<file path="src/rtl/rom_guard_pkg.sv">
package rom_guard_pkg;

  typedef enum logic [2:0] {
    ST_IDLE,
    ST_RD_WORD,
    ST_CMP_WORD,
    ST_RD_SIG,
    ST_CMP_SIG,
    ST_PASS,
    ST_FAIL
  } scan_st_e;

  // Number of Hamming check bits for a data width w.
  function automatic int hamming_bits(input int w);
    int r;
    r = 1;
    for (int p = 1; p < 31; p++) begin
      if ((1 << p) >= w + p + 1) begin
        r = p;
        break;
      end
    end
    return r;
  endfunction

  function automatic int record_bits(input int w);
    return hamming_bits(w) + 2;
  endfunction

endpackage

</file>
<file path="src/rtl/rg_word_enc.sv">
module rg_word_enc #(
  parameter int DATA_W = 32,
  localparam int HB_W  = rom_guard_pkg::hamming_bits(DATA_W),
  localparam int CODE_W = HB_W + 1,
  localparam int REC_W = CODE_W + 1,
  localparam int CNT_W = $clog2(DATA_W + 1)
) (
  input  logic [DATA_W-1:0] word,
  output logic [REC_W-1:0]  rec,
  output logic [CNT_W-1:0]  zeros,
  output logic              ecc_mode
);

  localparam int HALF = DATA_W / 2;
  localparam int TOP_POS = DATA_W + HB_W;

  function automatic logic [CNT_W-1:0] count_zeros(input logic [DATA_W-1:0] d);
    logic [CNT_W-1:0] n;
    n = '0;
    for (int i = 0; i < DATA_W; i++) n = n + CNT_W'(~d[i]);
    return n;
  endfunction

  function automatic logic [HB_W-1:0] check_bits(input logic [DATA_W-1:0] d);
    logic [HB_W-1:0] c;
    int k;
    c = '0;
    k = 0;
    for (int pos = 3; pos <= TOP_POS; pos++) begin
      if ((pos & (pos - 1)) != 0) begin
        for (int j = 0; j < HB_W; j++)
          if (((pos >> j) & 1) == 1) c[j] = c[j] ^ d[k];
        k++;
      end
    end
    return c;
  endfunction

  function automatic logic [CODE_W-1:0] secded_code(input logic [DATA_W-1:0] d);
    logic [HB_W-1:0] c;
    c = check_bits(d);
    return {(^d) ^ (^c), c};
  endfunction

  function automatic logic [CODE_W-1:0] parity_code(input logic [DATA_W-1:0] d);
    return {{(CODE_W-1){1'b0}}, ^d};
  endfunction

  always_comb begin
    zeros    = count_zeros(word);
    ecc_mode = (zeros >= CNT_W'(HALF));
    rec      = ecc_mode ? {1'b1, secded_code(word)} : {1'b0, parity_code(word)};
  end

endmodule

</file>
<file path="src/rtl/rg_col_acc.sv">
module rg_col_acc #(
  parameter int DATA_W = 32
) (
  input  logic              clk,
  input  logic              rst_n,
  input  logic              clr,
  input  logic              en,
  input  logic [DATA_W-1:0] din,
  output logic [DATA_W-1:0] acc
);

  always_ff @(posedge clk) begin
    if (!rst_n || clr) acc <= '0;
    else if (en)       acc <= acc ^ din;
  end

  // the column accumulator starts each pass from zero
  p_acc_cleared_r6: assert property (@(posedge clk) disable iff (!rst_n)
    clr |=> (acc == '0));

endmodule

</file>
<file path="src/rtl/rg_scan_seq.sv">
module rg_scan_seq #(
  parameter int N_WORDS = 17,
  parameter int ADDR_W  = 5
) (
  input  logic              clk,
  input  logic              rst_n,
  input  logic              word_ok,
  input  logic              sig_ok,
  output logic [ADDR_W-1:0] mem_addr,
  output logic              mem_rd,
  output logic              rec_rd,
  output logic              acc_clr,
  output logic              acc_en,
  output logic              cpu_release,
  output logic              error_alarm,
  output logic [ADDR_W-1:0] fail_addr
);
  import rom_guard_pkg::*;

  localparam logic [ADDR_W-1:0] LAST_IDX = ADDR_W'(N_WORDS - 1);
  localparam logic [ADDR_W-1:0] SIG_ADDR = ADDR_W'(N_WORDS);

  scan_st_e          state, nxt;
  logic [ADDR_W-1:0] idx;
  logic              last_word;
  logic              word_bad;
  logic              sig_bad;

  assign last_word = (idx == LAST_IDX);
  assign word_bad  = (state == ST_CMP_WORD) && !word_ok;
  assign sig_bad   = (state == ST_CMP_SIG) && !sig_ok;

  always_comb begin
    nxt = state;
    unique case (state)
      ST_IDLE:     nxt = ST_RD_WORD;
      ST_RD_WORD:  nxt = ST_CMP_WORD;
      ST_CMP_WORD: nxt = !word_ok ? ST_FAIL : (last_word ? ST_RD_SIG : ST_RD_WORD);
      ST_RD_SIG:   nxt = ST_CMP_SIG;
      ST_CMP_SIG:  nxt = sig_ok ? ST_PASS : ST_FAIL;
      ST_PASS:     nxt = ST_PASS;
      ST_FAIL:     nxt = ST_FAIL;
      default:     nxt = ST_FAIL;
    endcase
  end

  always_ff @(posedge clk) begin
    if (!rst_n) begin
      state     <= ST_IDLE;
      idx       <= '0;
      fail_addr <= '0;
    end else begin
      state <= nxt;
      if (state == ST_IDLE) idx <= '0;
      else if (state == ST_CMP_WORD && word_ok && !last_word) idx <= idx + 1'b1;
      if (word_bad)     fail_addr <= idx;
      else if (sig_bad) fail_addr <= SIG_ADDR;
    end
  end

  assign mem_addr    = (state == ST_RD_SIG) ? SIG_ADDR : idx;
  assign mem_rd      = (state == ST_RD_WORD) || (state == ST_RD_SIG);
  assign rec_rd      = (state == ST_RD_WORD);
  assign acc_clr     = (state == ST_IDLE);
  assign acc_en      = (state == ST_CMP_WORD);
  assign cpu_release = (state == ST_PASS);
  assign error_alarm = (state == ST_FAIL);

  // each accepted word is followed by a read of the next address
  p_addr_step_r2: assert property (@(posedge clk) disable iff (!rst_n)
    (state == ST_CMP_WORD && word_ok && !last_word)
      |=> (mem_rd && rec_rd && mem_addr == $past(mem_addr) + 1'b1));

  // a word mismatch raises the alarm with that word's address
  p_word_fail_r5: assert property (@(posedge clk) disable iff (!rst_n)
    word_bad |=> (error_alarm && fail_addr == $past(mem_addr)));

  // release only follows a matching column-parity comparison
  p_release_src_r7: assert property (@(posedge clk) disable iff (!rst_n)
    $rose(cpu_release) |-> $past(state == ST_CMP_SIG && sig_ok));

  // final states are exclusive, sticky and quiet
  p_excl_r8: assert property (@(posedge clk) disable iff (!rst_n)
    !(cpu_release && error_alarm));
  p_pass_hold_r8: assert property (@(posedge clk) disable iff (!rst_n)
    cpu_release |=> cpu_release);
  p_fail_hold_r8: assert property (@(posedge clk) disable iff (!rst_n)
    error_alarm |=> (error_alarm && $stable(fail_addr)));
  p_quiet_done_r8: assert property (@(posedge clk) disable iff (!rst_n)
    (cpu_release || error_alarm) |-> !mem_rd && !rec_rd);

endmodule

</file>
<file path="src/rtl/rom_guard.sv">
module rom_guard #(
  parameter int N_WORDS = 17,
  parameter int DATA_W  = 32,
  localparam int ADDR_W = $clog2(N_WORDS + 1),
  localparam int REC_W  = rom_guard_pkg::record_bits(DATA_W)
) (
  input  logic              clk,
  input  logic              rst_n,
  output logic [ADDR_W-1:0] mem_addr,
  output logic              mem_rd,
  input  logic [DATA_W-1:0] mem_rdata,
  output logic [ADDR_W-1:0] red_addr,
  output logic              red_rd,
  input  logic [REC_W-1:0]  red_rdata,
  output logic              cpu_release,
  output logic              error_alarm,
  output logic [ADDR_W-1:0] fail_addr
);

  localparam int CNT_W = $clog2(DATA_W + 1);

  logic [REC_W-1:0]  calc_rec;
  logic [CNT_W-1:0]  zero_cnt;
  logic              calc_ecc;
  logic [DATA_W-1:0] col_acc;
  logic              acc_clr, acc_en;
  logic              word_ok, sig_ok;

  rg_word_enc #(.DATA_W(DATA_W)) u_enc (
    .word     (mem_rdata),
    .rec      (calc_rec),
    .zeros    (zero_cnt),
    .ecc_mode (calc_ecc)
  );

  rg_col_acc #(.DATA_W(DATA_W)) u_acc (
    .clk   (clk),
    .rst_n (rst_n),
    .clr   (acc_clr),
    .en    (acc_en),
    .din   (mem_rdata),
    .acc   (col_acc)
  );

  // Full record compare: a differing mode tag is a mismatch by itself.
  assign word_ok = (calc_rec == red_rdata);
  assign sig_ok  = (col_acc == mem_rdata);

  rg_scan_seq #(.N_WORDS(N_WORDS), .ADDR_W(ADDR_W)) u_seq (
    .clk         (clk),
    .rst_n       (rst_n),
    .word_ok     (word_ok),
    .sig_ok      (sig_ok),
    .mem_addr    (mem_addr),
    .mem_rd      (mem_rd),
    .rec_rd      (red_rd),
    .acc_clr     (acc_clr),
    .acc_en      (acc_en),
    .cpu_release (cpu_release),
    .error_alarm (error_alarm),
    .fail_addr   (fail_addr)
  );

  assign red_addr = mem_addr;

  // a word read in parity mode never carries a Hamming-mode tag
  p_mode_tag_r3: assert property (@(posedge clk) disable iff (!rst_n)
    (acc_en && word_ok && !calc_ecc) |-> !red_rdata[REC_W-1]);

  // the boundary case of exactly DATA_W/2 zeros is accepted only with a Hamming tag
  p_boundary_r9: assert property (@(posedge clk) disable iff (!rst_n)
    (acc_en && word_ok && zero_cnt == CNT_W'(DATA_W / 2)) |-> red_rdata[REC_W-1]);

endmodule

</file>
<file path="config.mk">
export PLATFORM = sky130hd
export DESIGN_NAME = rom_guard
export DESIGN_NICKNAME = d
export VERILOG_FILES = /design/src/rtl/rom_guard_pkg.sv /design/src/rtl/rg_word_enc.sv /design/src/rtl/rg_col_acc.sv /design/src/rtl/rg_scan_seq.sv /design/src/rtl/rom_guard.sv
export SDC_FILE = /design/constraint.sdc
export NUM_CORES = 1
export LEC_CHECK = 0
export BUFFER_PORTS_ARGS = -buffer_cell sky130_fd_sc_hd__buf_2
export CORE_MARGIN = 2
export CORE_UTILIZATION = 59
export DETAILED_ROUTE_END_ITERATION = 16
export GPL_TIMING_DRIVEN = 0
export HOLD_SLACK_MARGIN = 0.08
export PLACE_DENSITY = 0.84
export SKIP_CTS_REPAIR_TIMING = 1
export SLEW_MARGIN = 10
export SYNTH_ARGS = -nofsm -noshare
export SYNTH_HDL_FRONTEND = slang
export SYNTH_HIERARCHICAL = 1
export SYNTH_SLANG_ARGS = --single-unit
</file>
<file path="constraint.sdc">
create_clock -name clk -period 7.35 [get_ports clk]
set_input_delay 0.3675 -clock clk [delete_from_list [all_inputs] [get_ports clk]]
set_output_delay 0.3675 -clock clk [all_outputs]
set_load 0.02 [all_outputs]
</file>
; Yosys cells after proc, flatten, opt, wreduce, memory -nomap -nowiden
; Index checks and enable logic that the tools add are counted.
[totals]
output_inout_bits = 19
input_bits = 42
word_cells = 188
regBits = 45
[classes]
reduce_logical = 15
bitwise = 119
magnitude_cmp = 1
add_sub_neg = 32
eq_ne = 9
mux = 8
[op_table]
columns = operator, count
row1 = NOT 1 -> 6 bit, 32
row2 = adder 6 bit, 31
row3 = XOR 1 bit, 85
row4 = == test 32 bit, 1
row5 = parity 32 bit, 1
row6 = XOR 32 bit, 1
row7 = one-hot mux 3 bit (6 select lines), 1
row8 = 2-to-1 mux 5 bit, 3
row9 = == test 3 bit (second input constant), 3
row10 = == test 8 bit, 1
row11 = 2-to-1 mux 8 bit, 1
row12 = == test 3 x 2 -> 1 bit (second input constant), 2
row13 = greater-or-equal comparator 6 x 5 -> 1 bit (second input constant), 1
row14 = parity 6 bit, 1
row15 = adder 5 x 1 -> 5 bit (second input constant), 1
row16 = == test 5 bit (second input constant), 1
row17 = logical AND 1 bit, 4
row18 = zero test 1 bit, 4
row19 = 2-to-1 mux 2 bit, 2
row20 = == test 3 x 1 -> 1 bit (second input constant), 1
row21 = zero test 3 bit, 1
row22 = 2-to-1 mux 3 bit, 1
row23 = logical OR 1 bit, 2
row24 = nonzero test 2 bit, 1
row25 = 2 further kinds, 2

; Longest topological paths before layout
; Gate-level depths: netlist of the first run.
[depth]
depth_word = 38
mapped_depth = 23
ltp_nobuf = 22

; Cells and area by module
; The synthesis of the first run kept the hierarchy.
[modules_own_cells]
columns = module, area_each_um2, cells_each, seq_area_each_um2, instances
row1 = rg_word_enc, 1636.6, 160, 0.0, 1
row2 = rg_col_acc, 1562.7, 139, 640.6, 1
row3 = rg_scan_seq, 734.5, 82, 260.2, 1
row4 = rom_guard, 470.5, 59, 0.0, 1

; Least setup slack after synthesis of the first run
; OpenSTA, ideal clock, no wires.
[synth_timing]
kind = input to register
from = input port mem_rdata[0]
to = register u_seq.idx[4]
path_buffers = 0
required_time_ps = 7284
cell_stages = 22
slack_ps = 851
arrival_time_ps = 6432
setup_time_ps = 66
cell_sequence = fa_1 > inv_1 > fa_1 > fa_1 > fa_1 > fa_1 > fa_1 > ha_1 > inv_1 > fa_1 > nor2b_1 > nand3_1 > o22a_1 > o22a_1 > nor2_1 > mux2i_1 > xnor2_1 > nand4_1 > nor2_1 > nand4bb_4 > or4_4 > a21oi_2
[synth_between]
elab_chain_cells = 37
elab_cells_between_ends = 74
classes_between = add/sub: 31 / order compare: 1 / eq/ne: 1 / mux: 1 / bitwise: 36 / reduce/logical: 4
[synth_rtl]
columns = element, line
row1 = from (decl), rom_guard.sv:11  ; input logic [DATA_W-1:0] mem_rdata,
row2 = NOT 1 -> 6 bit, rg_word_enc.sv:20  ; for (int i = 0; i < DATA_W; i++) n = n + CNT_W'(~d[i]);
row3 = adder 6 bit (31 in series), rg_word_enc.sv:20
row4 = greater-or-equal comparator 6 x 5 -> 1 bit, rg_word_enc.sv:51  ; ecc_mode = (zeros >= CNT_W'(HALF));
row5 = 2-to-1 mux 8 bit (*), rg_word_enc.sv:52  ; rec = ecc_mode ? {1'b1, secded_code(word)} : {1'b0, parity_code(word)};
row6 = via calc_rec[0], rom_guard.sv:22  ; logic [REC_W-1:0] calc_rec;
row7 = == test 8 bit (*), rom_guard.sv:46  ; assign word_ok = (calc_rec == red_rdata);
row8 = via word_ok, rom_guard.sv:27  ; logic word_ok, sig_ok;
row9 = logical AND 1 bit (*) (2 in series), rg_scan_seq.sv:55  ; else if (state == ST_CMP_WORD && word_ok && !last_word) idx <= idx + 1'b1;
row10 = to (signal assigned), rg_scan_seq.sv:55
row11 = to (decl), rg_scan_seq.sv:24  ; logic [ADDR_W-1:0] idx;
; Mark *: on every way through the listed nets, which the timed path passes. The rest lies on a longest branch.
; A chain may end at the register's enable or synchronous reset.

; Final worst setup path of the first run
[layout_timing]
from = input port mem_rdata[5]
to = register u_seq.idx[4]
[layout_between]
elab_chain_cells = 33
elab_cells_between_ends = 65
classes_between = add/sub: 27 / order compare: 1 / eq/ne: 1 / mux: 1 / bitwise: 31 / reduce/logical: 4
[layout_rtl]
columns = element, line
row1 = NOT 1 -> 6 bit, rg_word_enc.sv:20
row2 = adder 6 bit (27 in series), rg_word_enc.sv:20
row3 = greater-or-equal comparator 6 x 5 -> 1 bit, rg_word_enc.sv:51
row4 = 2-to-1 mux 8 bit (*), rg_word_enc.sv:52
row5 = via calc_rec[0], rom_guard.sv:22
row6 = == test 8 bit (*), rom_guard.sv:46
row7 = via word_ok, rom_guard.sv:27
row8 = logical AND 1 bit (*) (2 in series), rg_scan_seq.sv:55
; Marks and branches as above.

==> reports/metrics.csv, run 1 <==
stage,metric,value,unit
status,status,"finished, final reports clean",
clock_network,clk_latency,0.30,ns
yosys,yosysWarnings,6,
global_routing,grt_pass1_vias,3390,
finish,final_core_util,68.1,%
floorplanning,rows,31,
timing,fmax,0.144,GHz
floorplanning,initial_core_util,60.5,%
route,drt_iter0_drc,114,
critical_path,path_buf_inv,3,
route,via_per_inst,5.44,
critical_path,start_kind,primary input,
critical_path,critPathMaxStageDelay,0.56,ns
critical_path,path_max_fanout,8,
route,routed_wl,9960,µm
power_and_ir_drop,power.total,1.64,mW
global_routing,grtUsageTotal,25.4,%
finish,final_cell_area,4890,µm²
clock_network,cts_tree,done,
critical_path,crit_arrival,7.17,ns
timing,slew_violations,0,
clock_network,cts_inserted_buffers,5,
global_routing,grt_pass1_wl,16600,µm
timing,relSlewSlack,57.6,%
job,drv_cap,0,
clock_network,cts_buffer_depth,2,
route,vias,3252,
power_and_ir_drop,powerDensity,336,nW/µm²
finish,drive_above_1_share,26.7,%
finish,layout-area-overhead-vs-synth,12.5,%
floorplanning,dieWidth,89.8,µm
yosys,synthCells,431,
clock_network,root_buffer,clkbuf_8,
route,dr.pass1.iters,4,
finish,nets,575,
timing,finalHoldViolCount,0,
min_path,min_path_type,in -> reg,
critical_path,end_kind,register,
yosys,syn_area,4340,µm²
timing,clock_skew,0.00932,ns
timing,min_period,6.94,ns
yosys,synth_area_per_cell,10.1,µm²
floorplanning,core,7180,µm²
power_and_ir_drop,p_leak,2.18,nW
timing,finalSetupTns,0,ns
timing,setup_violations,0,
timing,fin_crit_sh,94.4,%
global_routing,grt_max_degree,15,
critical_path,cp_top_family,adder cells,
clock_network,cts.clk_slew.worst_paths,0.09,ns
floorplanning,die_y,89.8,µm
placed_design,gp_congestion,0.881,
critical_path,crit_slowest_cell,fa_1,
floorplanning,die-area,8060,µm²
floorplanning,io_pins,61,
route,drc,0,
critical_path,crit_chain,"buf_2, inv_1, fa_1, fa_1, fa_1, fa_1, fa_1, fa_1, ha_1, inv_1, fa_1, nor2b_1, nand3_1, o22a_1, o22a_1, nor2_1, mux2i_1, xnor2_1, nand4_1, nor2_1, nand4bb_4, or4_4, a21oi_2",
global_routing,antenna_found_initial,0,
placed_design,place_area,4770,µm²
power_and_ir_drop,ir_drop,0.227,mV
critical_path,crit_type,in -> reg,
placed_design,port_buffers,60,
finish,num_antenna_cells,0,
yosys,syn-num-nets,508,
placed_design,dp_hpwl,7900,µm
route,post_drt_wl_per_cell,16.7,µm
timing,hold_slack,0.354,ns
route,final_antenna_net_count,0,
critical_path,worstPathRequired,7.58,ns
clock_network,cts_htree_levels,2,
timing,rsz0062_at_grt,no,
timing,tightest_slew,0.627,ns
clock_network,cts_sinks,45,
critical_path,crit_top_cell,fa_1,
global_routing,grt-ovfl-total,0,
finish,fillers,571,
## layer usage
metal	GRT usage, %	part of all wire [%]	vias to the layer above	wire, µm
met5	0	0	-	0
met4	5.00	1.0	0	101
met3	4.86	5.0	10	496
met2	44.4	50	86	4950
met1	33.2	44	1588	4410
li1	-	-	1568	-
## final cells by class
| type | instances | area, µm² | area share [%] |
|---|---|---|---|
| inverter | 54 | 203 | 4.15 |
| clock inverter | 2 | 37.5 | 0.768 |
| sequential | 45 | 901 | 18.4 |
| buffer | 20 | 160 | 3.28 |
| multi-input combinational | 312 | 3080 | 63.0 |
| timing repair buffer | 60 | 300 | 6.14 |
| tap | 99 | 124 | 2.53 |
| clock buffer | 6 | 82.6 | 1.69 |
## per-stage QoR
step           setup slack [ns]  instances
3_3_place_gp              0.216        590
6_report                  0.413        598
2_1_floorplan             0.946        431
3_5_place_dp              0.129        590
5_1_grt                  0.0601        598
4_1_cts                   0.395        598
## path summary, 6_finish.rpt
| check | start | end | slack (ns) | cells past startpoint |
|---|---|---|---|---|
| max | mem_rdata[5] | u_seq/idx[4] | 0.41 | 23 |
| max reg2reg | u_acc/acc[15] | u_seq/fail_addr[4] | 5.41 | 7 |
| min reg2reg | u_seq/fail_addr[2] | u_seq/fail_addr[2] | 0.47 | 2 |
| min | rst_n | u_seq/state[0] | 0.35 | 3 |
## placed cells by master, fill, tap and decap left out, types with 9 or more instances in the layout
cell type,count
buf_2,65
inv_1,54
dfxtp_1,45
xnor2_1,38
xor2_1,38
nand3b_1,33
a21oi_2,29
a21bo_1,28
fa_1,25
xnor3_1,12
nor2_1,10
ha_1,10
a21oi_1,9
## sequential cells by signal, indices dropped and copies added (netlist names)
name             count
u_acc/acc           32
u_seq/fail_addr      5
u_seq/idx            5
u_seq/state          3
## worst min-delay path, delay by kind of cell
kind	cells	cell delay [ns]
AO/OA/AOI/OAI	2	0.12
buffers and inverters	1	0.12
## report_power, final
group,switching (mW),internal (mW)
Sequential,0.0254,0.275
Clock,0.0870,0.111
Combinational,0.600,0.545
Note: power is estimated with default switching activity, not from simulation.
==> run 2: changes to the inputs <==
--- a/config.mk
+++ b/config.mk
@@ -7,11 +7,12 @@
 export LEC_CHECK = 0
 export BUFFER_PORTS_ARGS = -buffer_cell sky130_fd_sc_hd__buf_2
 export CORE_MARGIN = 2
-export CORE_UTILIZATION = 59
+export CORE_UTILIZATION = 60
+export CTS_BUF_LIST = sky130_fd_sc_hd__clkbuf_4 sky130_fd_sc_hd__clkbuf_8
 export DETAILED_ROUTE_END_ITERATION = 16
 export GPL_TIMING_DRIVEN = 0
 export HOLD_SLACK_MARGIN = 0.08
-export PLACE_DENSITY = 0.84
+export PLACE_DENSITY = 0.83
 export SKIP_CTS_REPAIR_TIMING = 1
 export SLEW_MARGIN = 10
 export SYNTH_ARGS = -nofsm -noshare
==> run 2 against run 1 <==
  * Sequential share of layout area did not move
  * Routed wire length fell by 0.56%
  * Die area fell by 1.6%
  * Flip-flop and latch count did not move
  * Cell area did not move
  * Worst hold slack got worse by 0.0014 ns
  * Global-route usage rose by 1.1 points
  * Via count did not move
  * Setup slack improved by 0.018 ns
  * Power barely moved
  * Largest cell class unchanged
  * Largest power group unchanged
  * Highest routed layer unchanged
==> reports/metrics.csv, run 2 (same netlist as run 1, synthesis figures left out) <==
stage,metric,value,unit
status,status,"finished, final reports clean",
route,drt_iter0_drc,133,
finish,layout-area-overhead-vs-synth,12.5,%
global_routing,grt-ovfl-total,0,
timing,rsz0062_at_grt,no,
finish,largestRegisters,"u_acc/acc: 32 flops, u_seq/fail_addr: 5 flops, u_seq/idx: 5 flops",
critical_path,crit_arrival,7.15,ns
floorplanning,dieWidth,89.1,µm
finish,final_cell_area,4890,µm²
global_routing,antenna_found_initial,0,
finish,mostFrequentLayoutCell,buf_2,
timing,min_period,6.92,ns
timing,tightest_slew,0.594,ns
placed_design,dp_hpwl,7890,µm
critical_path,crit_chain,"buf_2, inv_1, fa_1, fa_1, fa_1, fa_1, fa_1, fa_1, ha_1, inv_1, fa_1, nor2b_1, nand3_1, o22a_1, o22a_1, nor2_1, mux2i_1, xnor2_1, nand4_1, nor2_1, nand4bb_4, or4_4, a21oi_2",
route,dr.pass1.iters,4,
critical_path,cp_top_family,adder cells,
critical_path,reg2reg_slack,5.44,ns
power_and_ir_drop,p_leak,2.18,nW
job,drv_cap,0,
timing,finalHoldViolCount,0,
route,vias,3252,
timing,finalSetupTns,0,ns
timing,fin_crit_sh,94.1,%
finish,num_antenna_cells,0,
finish,fillers,603,
clock_network,cts.clk_slew.worst_paths,0.09,ns
timing,slew_violations,0,
critical_path,path_max_fanout,8,
floorplanning,die_y,89.1,µm
timing,setup_violations,0,
global_routing,grtUsageTotal,26.6,%
timing,hold_slack,0.353,ns
critical_path,crit_type,in -> reg,
placed_design,place_area,4770,µm²
finish,largest_reg_flops,32,
route,routed_wl,9900,µm
power_and_ir_drop,ir_drop,0.247,mV
global_routing,grt_max_degree,15,
finish,multi_input_area,3080,µm²
placed_design,gp_congestion,0.910,
clock_network,clk_latency,0.30,ns
clock_network,cts_sinks,45,
floorplanning,initial_core_util,60.9,%
placed_design,port_buffers,60,
floorplanning,io_pins,61,
route,drc,0,
clock_network,cts_buffer_depth,2,
critical_path,path_buf_inv,3,
timing,clock_skew,0.00602,ns
global_routing,grt_pass1_vias,3348,
floorplanning,rows,31,
finish,register_area,901,µm²
critical_path,critPathMaxStageDelay,0.55,ns
route,final_antenna_net_count,0,
clock_network,cts_htree_levels,2,
global_routing,grt_pass1_wl,16200,µm
critical_path,start_kind,primary input,
power_and_ir_drop,power.total,1.64,mW
timing,relSlewSlack,59.9,%
clock_network,cts_inserted_buffers,5,
clock_network,cts_tree,done,
finish,final_cell_mix,"65 x buf_2, 54 x inv_1, 45 x dfxtp_1",
min_path,min_path_type,in -> reg,
critical_path,crit_top_cell,fa_1,
timing,fmax,0.145,GHz
route,via_per_inst,5.44,
floorplanning,die-area,7940,µm²
critical_path,worstPathRequired,7.59,ns
power_and_ir_drop,powerDensity,336,nW/µm²
finish,nets,575,
critical_path,crit_slowest_cell,fa_1,
route,post_drt_wl_per_cell,16.6,µm
finish,largest-register,u_acc/acc,
clock_network,root_buffer,clkbuf_8,
finish,drive_above_1_share,26.7,%
floorplanning,core,7140,µm²
critical_path,end_kind,register,
-- run 2: cell counts in the layout (fill, tap and decap cells not counted) --
Identical to the previous run, type by type.
-- run 2: metrics by stage --
step	std cells	util [%]	setup WS [ns]
floorplan	431	-	0.946
global placement	590	66.8	0.256
detailed placement	590	66.8	0.128
CTS	598	68.5	0.416
global route	598	68.5	0.0444
finish	598	68.5	0.431
-- run 2: final timing paths --
kind / from / depth (start not counted) / end
worst max-delay path: mem_rdata[5] / 23 / u_seq/idx[4]
worst max register to register: u_acc/acc[15] / 7 / u_seq/fail_addr[4]
worst min register to register: u_seq/fail_addr[2] / 2 / u_seq/fail_addr[2]
worst min-delay path: rst_n / 3 / u_seq/state[0]
-- run 2: report_power, final --
group          total (mW)  switching [mW]  internal [mW]
Clock               0.199          0.0880          0.111
Sequential          0.299          0.0239          0.275
Combinational        1.15           0.597          0.549
Total                1.64           0.709          0.935
-- run 2: worst register-to-register path, cell delays in order (launching register included) --
cell and delay, ns:
dfxtp_1 0.33, xor2_1 0.15, nor4_1 0.41, nand4_1 0.14
nor2_1 0.25, or3b_4 0.19, a21oi_4 0.07, o221a_2 0.27
-- run 2: final cells by class --
type	instances	area share, %
Timing Repair Buffer	60	6.14
Tap cell	99	2.53
Multi-Input combinational cell	312	63.0
Buffer	20	3.28
Inverter	54	4.15
Clock inverter	2	0.768
Sequential cell	45	18.4
Clock buffer	6	1.69
-- run 2: routing by layer --
layer | vias up | wire, µm | global-route usage [%]
li1 | 1562 | - | -
met1 | 1588 | 4440 | 35.8
met2 | 90 | 4830 | 44.8
met3 | 12 | 525 | 4.80
met4 | 0 | 108 | 6.11
met5 | - | 0 | 0
==> run 3: changes to the inputs <==
--- a/config.mk
+++ b/config.mk
@@ -13,6 +13,7 @@
 export GPL_TIMING_DRIVEN = 0
 export HOLD_SLACK_MARGIN = 0.08
 export PLACE_DENSITY = 0.83
+export REMOVE_ABC_BUFFERS = 1
 export SKIP_CTS_REPAIR_TIMING = 1
 export SLEW_MARGIN = 10
 export SYNTH_ARGS = -nofsm -noshare
==> constraint.sdc (replaced) <==
create_clock -name clk -period 7.35 [get_ports clk]
set_input_delay 0.3675 -clock clk [delete_from_list [all_inputs] [get_ports clk]]
set_output_delay 0.3675 -clock clk [all_outputs]
set_load 0.1 [all_outputs]
==> run 3 against run 2 <==
  * Flip-flop and latch count did not move
  * Count of clock-buffer cells in the layout down 1
  * Setup slack worse by 0.044 ns
  * Highest routed layer unchanged
==> reports/metrics.csv, run 3 (same netlist as run 1, synthesis figures left out) <==
stage,metric,value,unit
status,status,"finished, final reports clean",
floorplanning,die_y,89.1,µm
clock_network,cts_buffer_depth,2,
route,drt_iter0_drc,69,
route,vias,3232,
route,final_antenna_net_count,0,
floorplanning,io_pins,61,
finish,fillers,601,
placed_design,port_buffers,60,
finish,layout-area-overhead-vs-synth,9.65,%
critical_path,critPathMaxStageDelay,0.56,ns
finish,largestRegisters,"u_acc/acc: 32 flops, u_seq/fail_addr: 5 flops, u_seq/idx: 5 flops",
route,via_per_inst,5.57,
clock_network,cts_tree,done,
critical_path,cp_top_family,adder cells,
timing,finalSetupTns,0,ns
timing,finalHoldViolCount,0,
timing,fin_crit_sh,94.7,%
critical_path,crit_arrival,7.21,ns
clock_network,cts_htree_levels,2,
timing,tightest_slew,0.749,ns
clock_network,cts.clk_slew.worst_paths,0.10,ns
finish,final_cell_mix,"60 x buf_2, 54 x inv_1, 45 x dfxtp_1",
critical_path,crit_type,in -> reg,
global_routing,antenna_found_initial,0,
finish,drive_above_1_share,24.5,%
job,drv_cap,0,
critical_path,crit_top_cell,fa_1,
finish,largest-register,u_acc/acc,
global_routing,grt_max_degree,35,
timing,clock_skew,0.0115,ns
timing,setup_violations,0,
floorplanning,die-area,7940,µm²
critical_path,crit_slowest_cell,fa_1,
power_and_ir_drop,ir_drop,0.209,mV
critical_path,start_kind,primary input,
floorplanning,rows,31,
power_and_ir_drop,powerDensity,349,nW/µm²
route,routed_wl,9290,µm
route,drc,0,
finish,nets,557,
route,post_drt_wl_per_cell,16.0,µm
critical_path,crit_chain,"buf_2, inv_1, fa_1, fa_1, fa_1, fa_1, fa_1, fa_1, ha_1, inv_1, fa_1, nor2b_1, nand3_1, o22a_1, o22a_1, nor2_1, mux2i_1, xnor2_1, nand4_1, nor2_1, nand4bb_4, or4_4, a21oi_2",
route,dr.pass1.iters,4,
placed_design,placed_cells,572,
clock_network,clk_latency,0.31,ns
clock_network,cts_inserted_buffers,5,
timing,slew_violations,0,
floorplanning,core,7140,µm²
finish,num_antenna_cells,0,
min_path,min_path_type,in -> reg,
finish,largest_reg_flops,32,
global_routing,grt-ovfl-total,0,
timing,min_period,6.96,ns
clock_network,root_buffer,clkbuf_8,
global_routing,grtUsageTotal,24.8,%
placed_design,dp_hpwl,7340,µm
clock_network,cts_sinks,45,
floorplanning,dieWidth,89.1,µm
critical_path,path_buf_inv,3,
critical_path,path_max_fanout,8,
critical_path,end_kind,register,
global_routing,grt_pass1_vias,3294,
critical_path,worstPathRequired,7.60,ns
global_routing,grt_pass1_wl,15200,µm
power_and_ir_drop,p_leak,2.09,nW
placed_design,gp_congestion,0.869,
timing,fmax,0.144,GHz
timing,rsz0062_at_grt,no,
floorplanning,initial_core_util,60.9,%
finish,mostFrequentLayoutCell,buf_2,
timing,relSlewSlack,50.0,%
finish,stdcell_count,580,
-- run 3: changes by cell type in the layout (fill, tap and decap cells not counted), sizes merged --
cell / delta
buf: -17
clkbuf: -2
bufinv: -1
clkinv: +1
inv: +1
-- run 3: per-layer routing --
metal | vias to the layer above | part of all wire (%) | GRT usage (%) | routed length (µm)
met4 | 0 | 1.9 | 9.09 | 179
met1 | 1614 | 42 | 31.1 | 3880
met5 | - | 0 | 0 | 0
li1 | 1528 | - | - | -
met2 | 75 | 53 | 44.0 | 4880
met3 | 15 | 3.7 | 2.77 | 346
-- run 3: where the power goes --
part	leakage, nW	internal (mW)	switching (mW)
clock	0.0445	0.0677	0.0947
sequential	0.364	0.275	0.0434
combinational	1.68	0.513	0.668
total	2.09	0.856	0.806
-- run 3: area by class of cell --
cell class	instances	area, µm²	share of cell area (%)
inverters	54	203	4.26
flip-flops and latches	45	901	18.9
clock inverters	3	21.3	0.447
repair buffers	62	355	7.46
clock buffers	5	68.8	1.44
well taps	99	124	2.60
multi-input cells	312	3090	64.9
-- run 3: through the flow --
stage	total power [mW]	util (%)	cell area (µm²)	setup slack, ns	hold WS (ns)
after global routing	1.79	66.7	4760	0.0374	0.400
after detailed placement	1.50	65.5	4670	0.0522	0.467
after CTS	1.67	66.7	4760	0.370	0.389
final	1.66	66.7	4760	0.387	0.391
after floorplan	1.24	-	4180	0.946	0.485
after global placement	1.41	64.6	4610	0.210	0.458
-- run 3: path summary, 6_finish.rpt --
kind                            from            endpoint  slack, ns  depth (start not counted)
setup / recovery        mem_rdata[5]        u_seq/idx[4]       0.39                         23
setup reg to reg      u_seq/state[1]       u_acc/acc[25]       5.27                          5
hold / removal          mem_rdata[4]        u_acc/acc[4]       0.39                          3
hold reg to reg   u_seq/fail_addr[2]  u_seq/fail_addr[2]       0.47                          2
-- run 3: worst min-delay path, cell delays in order --
cell      delay (ns)
buf_2           0.14
nand3b_1        0.10
a21oi_2         0.05
